### src/rtl/iwt_pkg.sv
// Package: shared encodings for the interval/guard timer.
// Assumes: four prescaler taps, tap code is 3 bits with codes 4..7 reserved.
package iwt_pkg;

    typedef logic [2:0] tap_code_t;
    typedef logic [1:0] tap_idx_t;

    typedef enum logic [1:0] {
        RD_COUNT = 2'd0,
        RD_MODE  = 2'd1,
        RD_GUARD = 2'd2,
        RD_NONE  = 2'd3
    } rd_src_e;

    localparam logic WSEL_MODE  = 1'b0;
    localparam logic WSEL_GUARD = 1'b1;

    // Maps a stored tap code to a tap index; reserved codes fall to the slowest tap.
    function automatic tap_idx_t code_to_idx(input tap_code_t code);
        if (code[2]) begin
            return 2'd3;
        end
        return code[1:0];
    endfunction

endpackage

### src/rtl/iwt_prescaler.sv
// Module: iwt_prescaler
// Free-running power-of-two divider with four taps. The selected tap is
// passed through a rising-edge detector so that one tick is produced per
// tap period. Assumes TAP0_EXP..TAP3_EXP ascending and all at least 1.
module iwt_prescaler #(
    parameter int TAP0_EXP = 5,
    parameter int TAP1_EXP = 7,
    parameter int TAP2_EXP = 9,
    parameter int TAP3_EXP = 12
) (
    input  logic           clk,
    input  logic           rst_n,
    input  logic           restart,
    input  iwt_pkg::tap_idx_t tap_idx,
    output logic           tick
);
    localparam int DIV_W = TAP3_EXP;
    localparam int TAPS [4] = '{TAP0_EXP, TAP1_EXP, TAP2_EXP, TAP3_EXP};

    logic [DIV_W-1:0] div_q;
    logic [3:0]       tap_bits;
    logic             tap_now;
    logic             tap_q;

    // Pick out each tap bit of the divider.
    generate
        for (genvar k = 0; k < 4; k++) begin : g_tap
            assign tap_bits[k] = div_q[TAPS[k]-1];
        end
    endgenerate

    // Select the active tap and detect its rising edge.
    always_comb begin
        tap_now = tap_bits[tap_idx];
        tick    = tap_now & ~tap_q;
    end

    // Advance the divider; restart puts it and the edge detector back to zero.
    always_ff @(posedge clk) begin
        if (!rst_n || restart) begin
            div_q <= '0;
            tap_q <= 1'b0;
        end else begin
            div_q <= div_q + 1'b1;
            tap_q <= tap_now;
        end
    end

    AST_TICK_SINGLE: assert property (@(posedge clk) disable iff (!rst_n)
        tick |=> !tick);

endmodule

### src/rtl/iwt_counter.sv
// Module: iwt_counter
// Up-counter advanced by the prescaler tick. It flags the wrap from the top
// value as an overflow, registers a one-cycle pulse for it and keeps the
// sticky interrupt flag. Assumes clear takes priority over a coincident tick.
module iwt_counter #(
    parameter int CNT_W = 8
) (
    input  logic             clk,
    input  logic             rst_n,
    input  logic             clear,
    input  logic             tick,
    input  logic             guard_on,
    output logic [CNT_W-1:0] count,
    output logic             ovf,
    output logic             ovf_pulse,
    output logic             irq_flag
);
    localparam logic [CNT_W-1:0] CNT_TOP = '1;

    // Overflow is the tick that wraps the top value, unless a clear is under way.
    always_comb begin
        ovf = tick && (count == CNT_TOP) && !clear;
    end

    // Count ticks; a clear zeroes the count.
    always_ff @(posedge clk) begin
        if (!rst_n || clear) begin
            count <= '0;
        end else if (tick) begin
            count <= count + 1'b1;
        end
    end

    // Register the overflow pulse that serves as the wait release.
    always_ff @(posedge clk) begin
        if (!rst_n) begin
            ovf_pulse <= 1'b0;
        end else begin
            ovf_pulse <= ovf;
        end
    end

    // Keep the sticky interrupt flag; it is only set while the watchdog is off.
    always_ff @(posedge clk) begin
        if (!rst_n || clear) begin
            irq_flag <= 1'b0;
        end else if (ovf && !guard_on) begin
            irq_flag <= 1'b1;
        end
    end

    AST_COUNT_HOLD: assert property (@(posedge clk) disable iff (!rst_n)
        (!clear && !tick) |=> $stable(count));
    AST_RELEASE_PULSE: assert property (@(posedge clk) disable iff (!rst_n)
        ovf_pulse |=> !ovf_pulse);
    AST_IRQ_FROM_TICK: assert property (@(posedge clk) disable iff (!rst_n)
        $rose(irq_flag) |-> $past(tick));

endmodule

### src/rtl/iwt_regs.sv
// Module: iwt_regs
// Software-visible state: the tap code, the one-way watchdog arm bit, the
// self-clearing clear strobe and the read multiplexer. Assumes RD_W >= 4 and
// RD_W >= CNT_W.
module iwt_regs #(
    parameter int CNT_W = 8,
    parameter int RD_W  = 8
) (
    input  logic              clk,
    input  logic              rst_n,
    input  logic              wr_en,
    input  logic              wr_sel,
    input  logic [3:0]        wr_data,
    input  logic [1:0]        rd_sel,
    input  logic [CNT_W-1:0]  count,
    output iwt_pkg::tap_idx_t tap_idx,
    output logic              clear,
    output logic              guard_on,
    output logic [RD_W-1:0]   rd_data
);
    import iwt_pkg::*;

    tap_code_t tap_code;
    logic      mode_wr;
    logic      guard_wr;

    // Decode the write strobe; the clear bit is never stored.
    always_comb begin
        mode_wr  = wr_en && (wr_sel == WSEL_MODE);
        guard_wr = wr_en && (wr_sel == WSEL_GUARD);
        clear    = mode_wr && wr_data[0];
        tap_idx  = code_to_idx(tap_code);
    end

    // Hold the tap code written through the mode register.
    always_ff @(posedge clk) begin
        if (!rst_n) begin
            tap_code <= '0;
        end else if (mode_wr) begin
            tap_code <= wr_data[3:1];
        end
    end

    // The arm bit can only be set; only the external reset clears it.
    always_ff @(posedge clk) begin
        if (!rst_n) begin
            guard_on <= 1'b0;
        end else if (guard_wr && wr_data[0]) begin
            guard_on <= 1'b1;
        end
    end

    // Return the selected source, zero-extended.
    always_comb begin
        unique case (rd_src_e'(rd_sel))
            RD_COUNT: rd_data = RD_W'(count);
            RD_MODE:  rd_data = RD_W'({tap_code, 1'b0});
            RD_GUARD: rd_data = RD_W'(guard_on);
            default:  rd_data = '0;
        endcase
    end

    AST_GUARD_STICKY: assert property (@(posedge clk) disable iff (!rst_n)
        guard_on |=> guard_on);

endmodule

### src/rtl/interval_guard_timer.sv
// Module: interval_guard_timer (top)
// Interval timer with a one-way watchdog mode. Ties together the prescaler,
// the counter and the register file, and registers the internal reset pulse.
// Assumes rst_n is the external reset; wdt_reset is consumed outside the block.
module interval_guard_timer #(
    parameter int CNT_W    = 8,
    parameter int TAP0_EXP = 5,
    parameter int TAP1_EXP = 7,
    parameter int TAP2_EXP = 9,
    parameter int TAP3_EXP = 12,
    localparam int RD_W    = (CNT_W < 4) ? 4 : CNT_W
) (
    input  logic            clk,
    input  logic            rst_n,
    input  logic            wr_en,
    input  logic            wr_sel,
    input  logic [3:0]      wr_data,
    input  logic [1:0]      rd_sel,
    output logic [RD_W-1:0] rd_data,
    output logic            irq_flag,
    output logic            wait_release,
    output logic            wdt_reset
);
    iwt_pkg::tap_idx_t tap_idx;
    logic              clear;
    logic              guard_on;
    logic              tick;
    logic              ovf;
    logic [CNT_W-1:0]  count;

    iwt_regs #(.CNT_W(CNT_W), .RD_W(RD_W)) u_regs (
        .clk(clk), .rst_n(rst_n), .wr_en(wr_en), .wr_sel(wr_sel),
        .wr_data(wr_data), .rd_sel(rd_sel), .count(count),
        .tap_idx(tap_idx), .clear(clear), .guard_on(guard_on),
        .rd_data(rd_data)
    );

    iwt_prescaler #(
        .TAP0_EXP(TAP0_EXP), .TAP1_EXP(TAP1_EXP),
        .TAP2_EXP(TAP2_EXP), .TAP3_EXP(TAP3_EXP)
    ) u_pre (
        .clk(clk), .rst_n(rst_n), .restart(clear),
        .tap_idx(tap_idx), .tick(tick)
    );

    iwt_counter #(.CNT_W(CNT_W)) u_cnt (
        .clk(clk), .rst_n(rst_n), .clear(clear), .tick(tick),
        .guard_on(guard_on), .count(count), .ovf(ovf),
        .ovf_pulse(wait_release), .irq_flag(irq_flag)
    );

    // Register the one-cycle internal reset raised by an overflow in watchdog mode.
    always_ff @(posedge clk) begin
        if (!rst_n) begin
            wdt_reset <= 1'b0;
        end else begin
            wdt_reset <= ovf && guard_on;
        end
    end

    AST_RST_PULSE: assert property (@(posedge clk) disable iff (!rst_n)
        wdt_reset |=> !wdt_reset);
    AST_RST_WITH_RELEASE: assert property (@(posedge clk) disable iff (!rst_n)
        wdt_reset |-> wait_release);
    AST_NO_IRQ_GUARDED: assert property (@(posedge clk) disable iff (!rst_n)
        $rose(irq_flag) |-> !$past(guard_on));
    AST_CLEAR_EFFECT: assert property (@(posedge clk) disable iff (!rst_n)
        (wr_en && !wr_sel && wr_data[0]) |=> (count == '0) && !irq_flag);

endmodule

### config.mk
export PLATFORM = sky130hd
export DESIGN_NAME = interval_guard_timer
export DESIGN_NICKNAME = d
export VERILOG_FILES = /design/src/rtl/iwt_pkg.sv /design/src/rtl/iwt_prescaler.sv /design/src/rtl/iwt_counter.sv /design/src/rtl/iwt_regs.sv /design/src/rtl/interval_guard_timer.sv
export SDC_FILE = /design/constraint.sdc
export NUM_CORES = 1
export LEC_CHECK = 0
export BUFFER_PORTS_ARGS = -buffer_cell sky130_fd_sc_hd__buf_2
export CAP_MARGIN = 10
export CORE_MARGIN = 5
export CORE_UTILIZATION = 55
export CTS_BUF_LIST = sky130_fd_sc_hd__clkbuf_8
export DETAILED_ROUTE_END_ITERATION = 8
export PLACE_DENSITY = 0.78
export SLEW_MARGIN = 10
export SYNTH_ARGS = -nofsm -noshare
export SYNTH_HDL_FRONTEND = slang
export SYNTH_HIERARCHICAL = 1
export SYNTH_SLANG_ARGS = --single-unit
### constraint.sdc
create_clock -name clk -period 2.6 [get_ports clk]
set_clock_uncertainty 0.2 [all_clocks]
set_input_delay 0.26 -clock clk [delete_from_list [all_inputs] [get_ports clk]]
set_output_delay 0.26 -clock clk [all_outputs]
set_load 0.01 [all_outputs]
* After elaboration in Yosys (flattened, before gate mapping) *
Cells that the tools add are included.

storage, ports and cells
  output and inout bits = 11
  input bits = 10
  register bits = 28

operators by class
  eq/ne operators = 3
  bitwise operators = 3
  muxes and demuxes = 6
  add/sub/neg operators = 2
  reductions and logical operators = 13
  $lt $le $gt $ge = 1

operators with widths
  operator               count
  $pmux 8 s3             1
  $add 12x1->12 const B  1
  $add 8x1->8 const B    1
  $eq 8x8->1 const B     1
  $logic_and 1x1->1      8
  $mux 2                 2
  $logic_not 1->1        3
  $lt 2x3->1 const B     1
  $bmux 1 s2             1
  $eq 2x1->1 const B     1
  $eq 2x2->1 const B     1
  $logic_not 2->1        1
  $mux 1                 2
  $not 1->1              2
  $and 1x1->1            1
  $logic_or 1x1->1       1

* Depth between registers and ports, before layout *
  depth after elaboration = 8
  depth in mapped cells = 8
  gate-level depth less buffers = 7

* Hierarchy *
Netlist, hierarchy kept.

modules (own cells, without submodules)
  module                cells each  area each (µm²)  times used
  iwt_prescaler         59          589.3            1
  iwt_counter           47          434.2            1
  iwt_regs              33          271.5            1
  interval_guard_timer  2           26.3             1

* Worst setup path after synthesis *
No wires, ideal clock.

  path kind = register -> register
  start = register u_regs.tap_code[2]
  end = register u_cnt.irq_flag
  slack = 418 ps
  clock period less this slack = 2182 ps
  data arrival time = 1898 ps
  cell stages (with the launch flop) = 8
  buffers on the path = 1
  cells stage by stage = dfxtp_1 > or2_2 > mux4_1 > nor2b_1 > buf_4 > nand4_2 > or3_4 > o31ai_2

on the way
  cells in the longest elaborated chain, start to end = 8

RTL lines
  what                             RTL line                    source
  from (decl)                      iwt_regs.sv:23              tap_code_t tap_code;
  from (signal assigned)           iwt_regs.sv:40              tap_code <= wr_data[3:1];
  $mux 1                           iwt_pkg.sv:20               if (code[2]) begin
  $mux 2                           iwt_pkg.sv:23               return code[1:0];
  net tap_idx[0]                   interval_guard_timer.sv:24  iwt_pkg::tap_idx_t tap_idx;
  $bmux 1 s2                       iwt_prescaler.sv:34         tap_now = tap_bits[tap_idx];
  $mux 1 (not written as such)     iwt_prescaler.sv:34
  $and 1x1->1                      iwt_prescaler.sv:35         tick = tap_now & ~tap_q;
  net tick                         interval_guard_timer.sv:27  logic tick;
  $logic_and 1x1->1 (2 in series)  iwt_counter.sv:22           ovf = tick && (count == CNT_TOP) && !clear;
  $logic_and 1x1->1                iwt_counter.sv:47           end else if (ovf && !guard_on) begin
  to (signal assigned)             iwt_counter.sv:46           irq_flag <= 1'b0;
  to (signal assigned)             iwt_counter.sv:48           irq_flag <= 1'b1;
  to (decl)                        iwt_counter.sv:16           output logic irq_flag

The timed path passes the listed nets, and every way through them passes these cells. The select of a mux whose other input is x is not followed.
A chain may end at the register's enable or synchronous reset.

* Final worst setup path *
  start = register u_regs.tap_code[2]
  end = register wdt_reset

on the way
  cells in the longest elaborated chain, start to end = 8

RTL lines
  what                             RTL line                    source
  $mux 1                           iwt_pkg.sv:20
  $mux 2                           iwt_pkg.sv:23
  net tap_idx[0]                   interval_guard_timer.sv:24
  $bmux 1 s2                       iwt_prescaler.sv:34
  $mux 1 (not written as such)     iwt_prescaler.sv:34
  $and 1x1->1                      iwt_prescaler.sv:35
  net tick                         interval_guard_timer.sv:27
  $logic_and 1x1->1 (2 in series)  iwt_counter.sv:22
  net ovf                          interval_guard_timer.sv:28  logic ovf;
  $logic_and 1x1->1                interval_guard_timer.sv:57  wdt_reset <= ovf && guard_on;
  to (signal assigned)             interval_guard_timer.sv:57
  to (decl)                        interval_guard_timer.sv:22  output logic wdt_reset

The timed path passes the listed nets, and every way through them passes these cells. The select of a mux whose other input is x is not followed.

==> flow_summary.toml <==
[min_path]
min_to = "u_regs/tap_code[0]"
hold_class = "in -> reg"
hp-start = "wr_data[1]"
min_path_cells = 3

[global_route]
antenna_found_initial = 0
grt_pass1_vias = 1089
grt-ovfl-total = 0
grt_pass1_wl_um = 4470
grtUsageTotal_pct = 16.4
grt_max_degree = 17

[floorplanning]
num_io_pins = 21
die_area_um2 = 3480
core-area_um2 = 2250
initial_core_util_pct = 58.6
die_h_um = 59.0
std_cell_rows = 17
die_w_um = 59.0

[setup_path]
crit_path_end_kind = "flop"
rrSetupSlack_ns = 0.20
ff2ff_path_depth = 7
worstReg2RegEnd = "wdt_reset"
path_class = "reg -> reg"
worstPathRequired_ns = 2.62
start_kind = "flop"
crit_fanout = 4
arrival_ns = 2.42
r2r_start = "u_regs/tap_code[2]"

[route]
drc_errors = 0
num_vias = 1055
dr.pass1.iters = 4
ant_nets = 0
routed_via_density = 5.55
first_iter_violations = 22
drt_wl_total_um = 2540
post_drt_wl_per_cell_um = 13.4

[timing]
fin_crit_sh_pct = 92.2
rsz0062_at_grt = "false"
fin_crit_ns = 2.40
slew_headroom_pct = 71.6
finalHoldViolCount = 0
tightest_slew_ns = 0.426
fin_tns_setup_ns = 0
setup_violations = 0
slew_violations = 0
max_freq_ghz = 0.417

[cells_and_area]
final_cell_mix = "28 x dfxtp_1, 20 x buf_2, 14 x nor2_1"
stdcell_area_um2 = 1510
synthToLayoutAreaGrowth_pct = 13.9
nNetsFinal = 175
drive_gt1_share_pct = 21.6
diodes = 0
mostFrequentLayoutCell = "dfxtp_1"

[flow_run]
max_cap_viol_count = 0

[clock_network]
clk-insertion-delay-late_ns = 0.27
cts_made_buffers = 3
postCtsSetupBuffers = 0
cts.repair.resized = 0
cts.htree.levels = 1
clk_path_buf_depth = 2
cts_hold_buffers = 0
cts_tree = "done"
cts_root_buf = "clkbuf_8"
cts.sinks = 28
clk_pin_slew_ns = 0.10

[power]
p_leak_nw = 0.607
powerDensity_nw_per_um2 = 551
max-vdd-ir-drop_uv = 533

[place]
gp_congestion = 0.794
hpwl_um = 1990
port_buffers = 20
placed_area_um2 = 1430

[yosys]
synth_nets = 153
yosysWarnings = 6
async_flop_share_pct = 0
ys_seq_elements = 28
synth.avg_cell_area_um2 = 9.37
synth-edff-count = 0
synth_area_um2 = 1320
synthFlopType = "dfxtp_1"
yosysSeqAreaShare_pct = 42.4
synth_cells = 141
yosysUniqueCellTypes = 34

[status]
outcome = "finished clean"
-- cells in the mapped netlist (all sizes together), types with 5 or more instances --
cell type  number  area (µm²)
a21oi           9        45.0
and2            8        50.1
dfxtp          28         561
mux2i           8        80.1
nand2          13        48.8
nand4           6        50.0
nor2           15        58.8
nor2b           5        38.8
o31ai           6        50.1
or3             5        36.3
or4             5        37.5
-- flip-flops by register name, indices dropped and copies added, names as in the netlist --
signal	count
u_pre/div_q	12
u_cnt/count	8
u_regs/tap_code	3
u_cnt/irq_flag	1
u_cnt/ovf_pulse	1
u_pre/tap_q	1
u_regs/guard_on	1
wdt_reset	1
-- critical path, stage by stage (launching register included) --
cell     delay [ns]
dfxtp_1        0.35
or2_2          0.30
mux4_1         0.33
nor2b_1        0.28
nand4_2        0.18
or3_4          0.46
nor2_1         0.09
and3_1         0.15
-- power by group --
group | switching [mW] | total, mW | internal, mW
registers | 0.00707 | 0.443 | 0.435
logic | 0.0247 | 0.0447 | 0.0200
clock network | 0.137 | 0.343 | 0.206
total | 0.168 | 0.830 | 0.662
-- metrics by stage --
step                power (mW)  util (%)  cells  hold WS, ns  setup slack, ns
detailed placement       0.497      63.6    186        0.263            0.242
floorplan                0.482         -    141        0.188            0.418
global placement         0.495      63.6    186        0.243            0.319
global route             0.862      66.8    190       0.0269           0.0576
CTS                      0.836      66.8    190       0.0323            0.207
finish                   0.830      66.8    190       0.0338            0.204
-- worst max path at each step --
stage	start	endpoint
final	u_regs/tap_code[2]	wdt_reset
after floorplan	u_regs/tap_code[2]	u_cnt/irq_flag
after CTS	u_regs/tap_code[2]	wdt_reset
after global routing	u_regs/tap_code[2]	u_cnt/irq_flag
after global placement	u_regs/tap_code[2]	u_cnt/irq_flag
after detailed placement	u_regs/tap_code[2]	u_cnt/irq_flag
-- area by class of cell --
type | instances | area (µm²)
Fill cell | 198 | 749
Multi-Input combinational cell | 107 | 723
Sequential cell | 28 | 561
Timing Repair Buffer | 21 | 108
Clock buffer | 3 | 41.3
Tap cell | 28 | 35.0
Clock inverter | 1 | 30.0
Inverter | 2 | 7.51
-- cells by family after synthesis --
family | Yosys count | share of synthesized area (%)
muxes | 9 | 8.05
buffers and inverters | 6 | 2.84
DFF | 28 | 42.4
and+or+nand+nor | 67 | 29.8
AOI/OAI and AO/OA | 22 | 10.3
xor gates and xnor gates | 7 | 4.64
adders and majority gates | 2 | 1.89
-- per-layer routing --
| layer | global-route usage (%) | vias to the layer above | wire length (µm) | share of wire [%] |
|---|---|---|---|---|
| met5 | 0 | - | 0 | 0 |
| met4 | 3.24 | 0 | 14 | 0.55 |
| met3 | 4.14 | 5 | 85 | 3.3 |
| met2 | 30.8 | 15 | 1290 | 51 |
| met1 | 18.7 | 497 | 1150 | 45 |
| li1 | - | 538 | - | - |
Note: power is estimated with default switching activity, not from simulation.
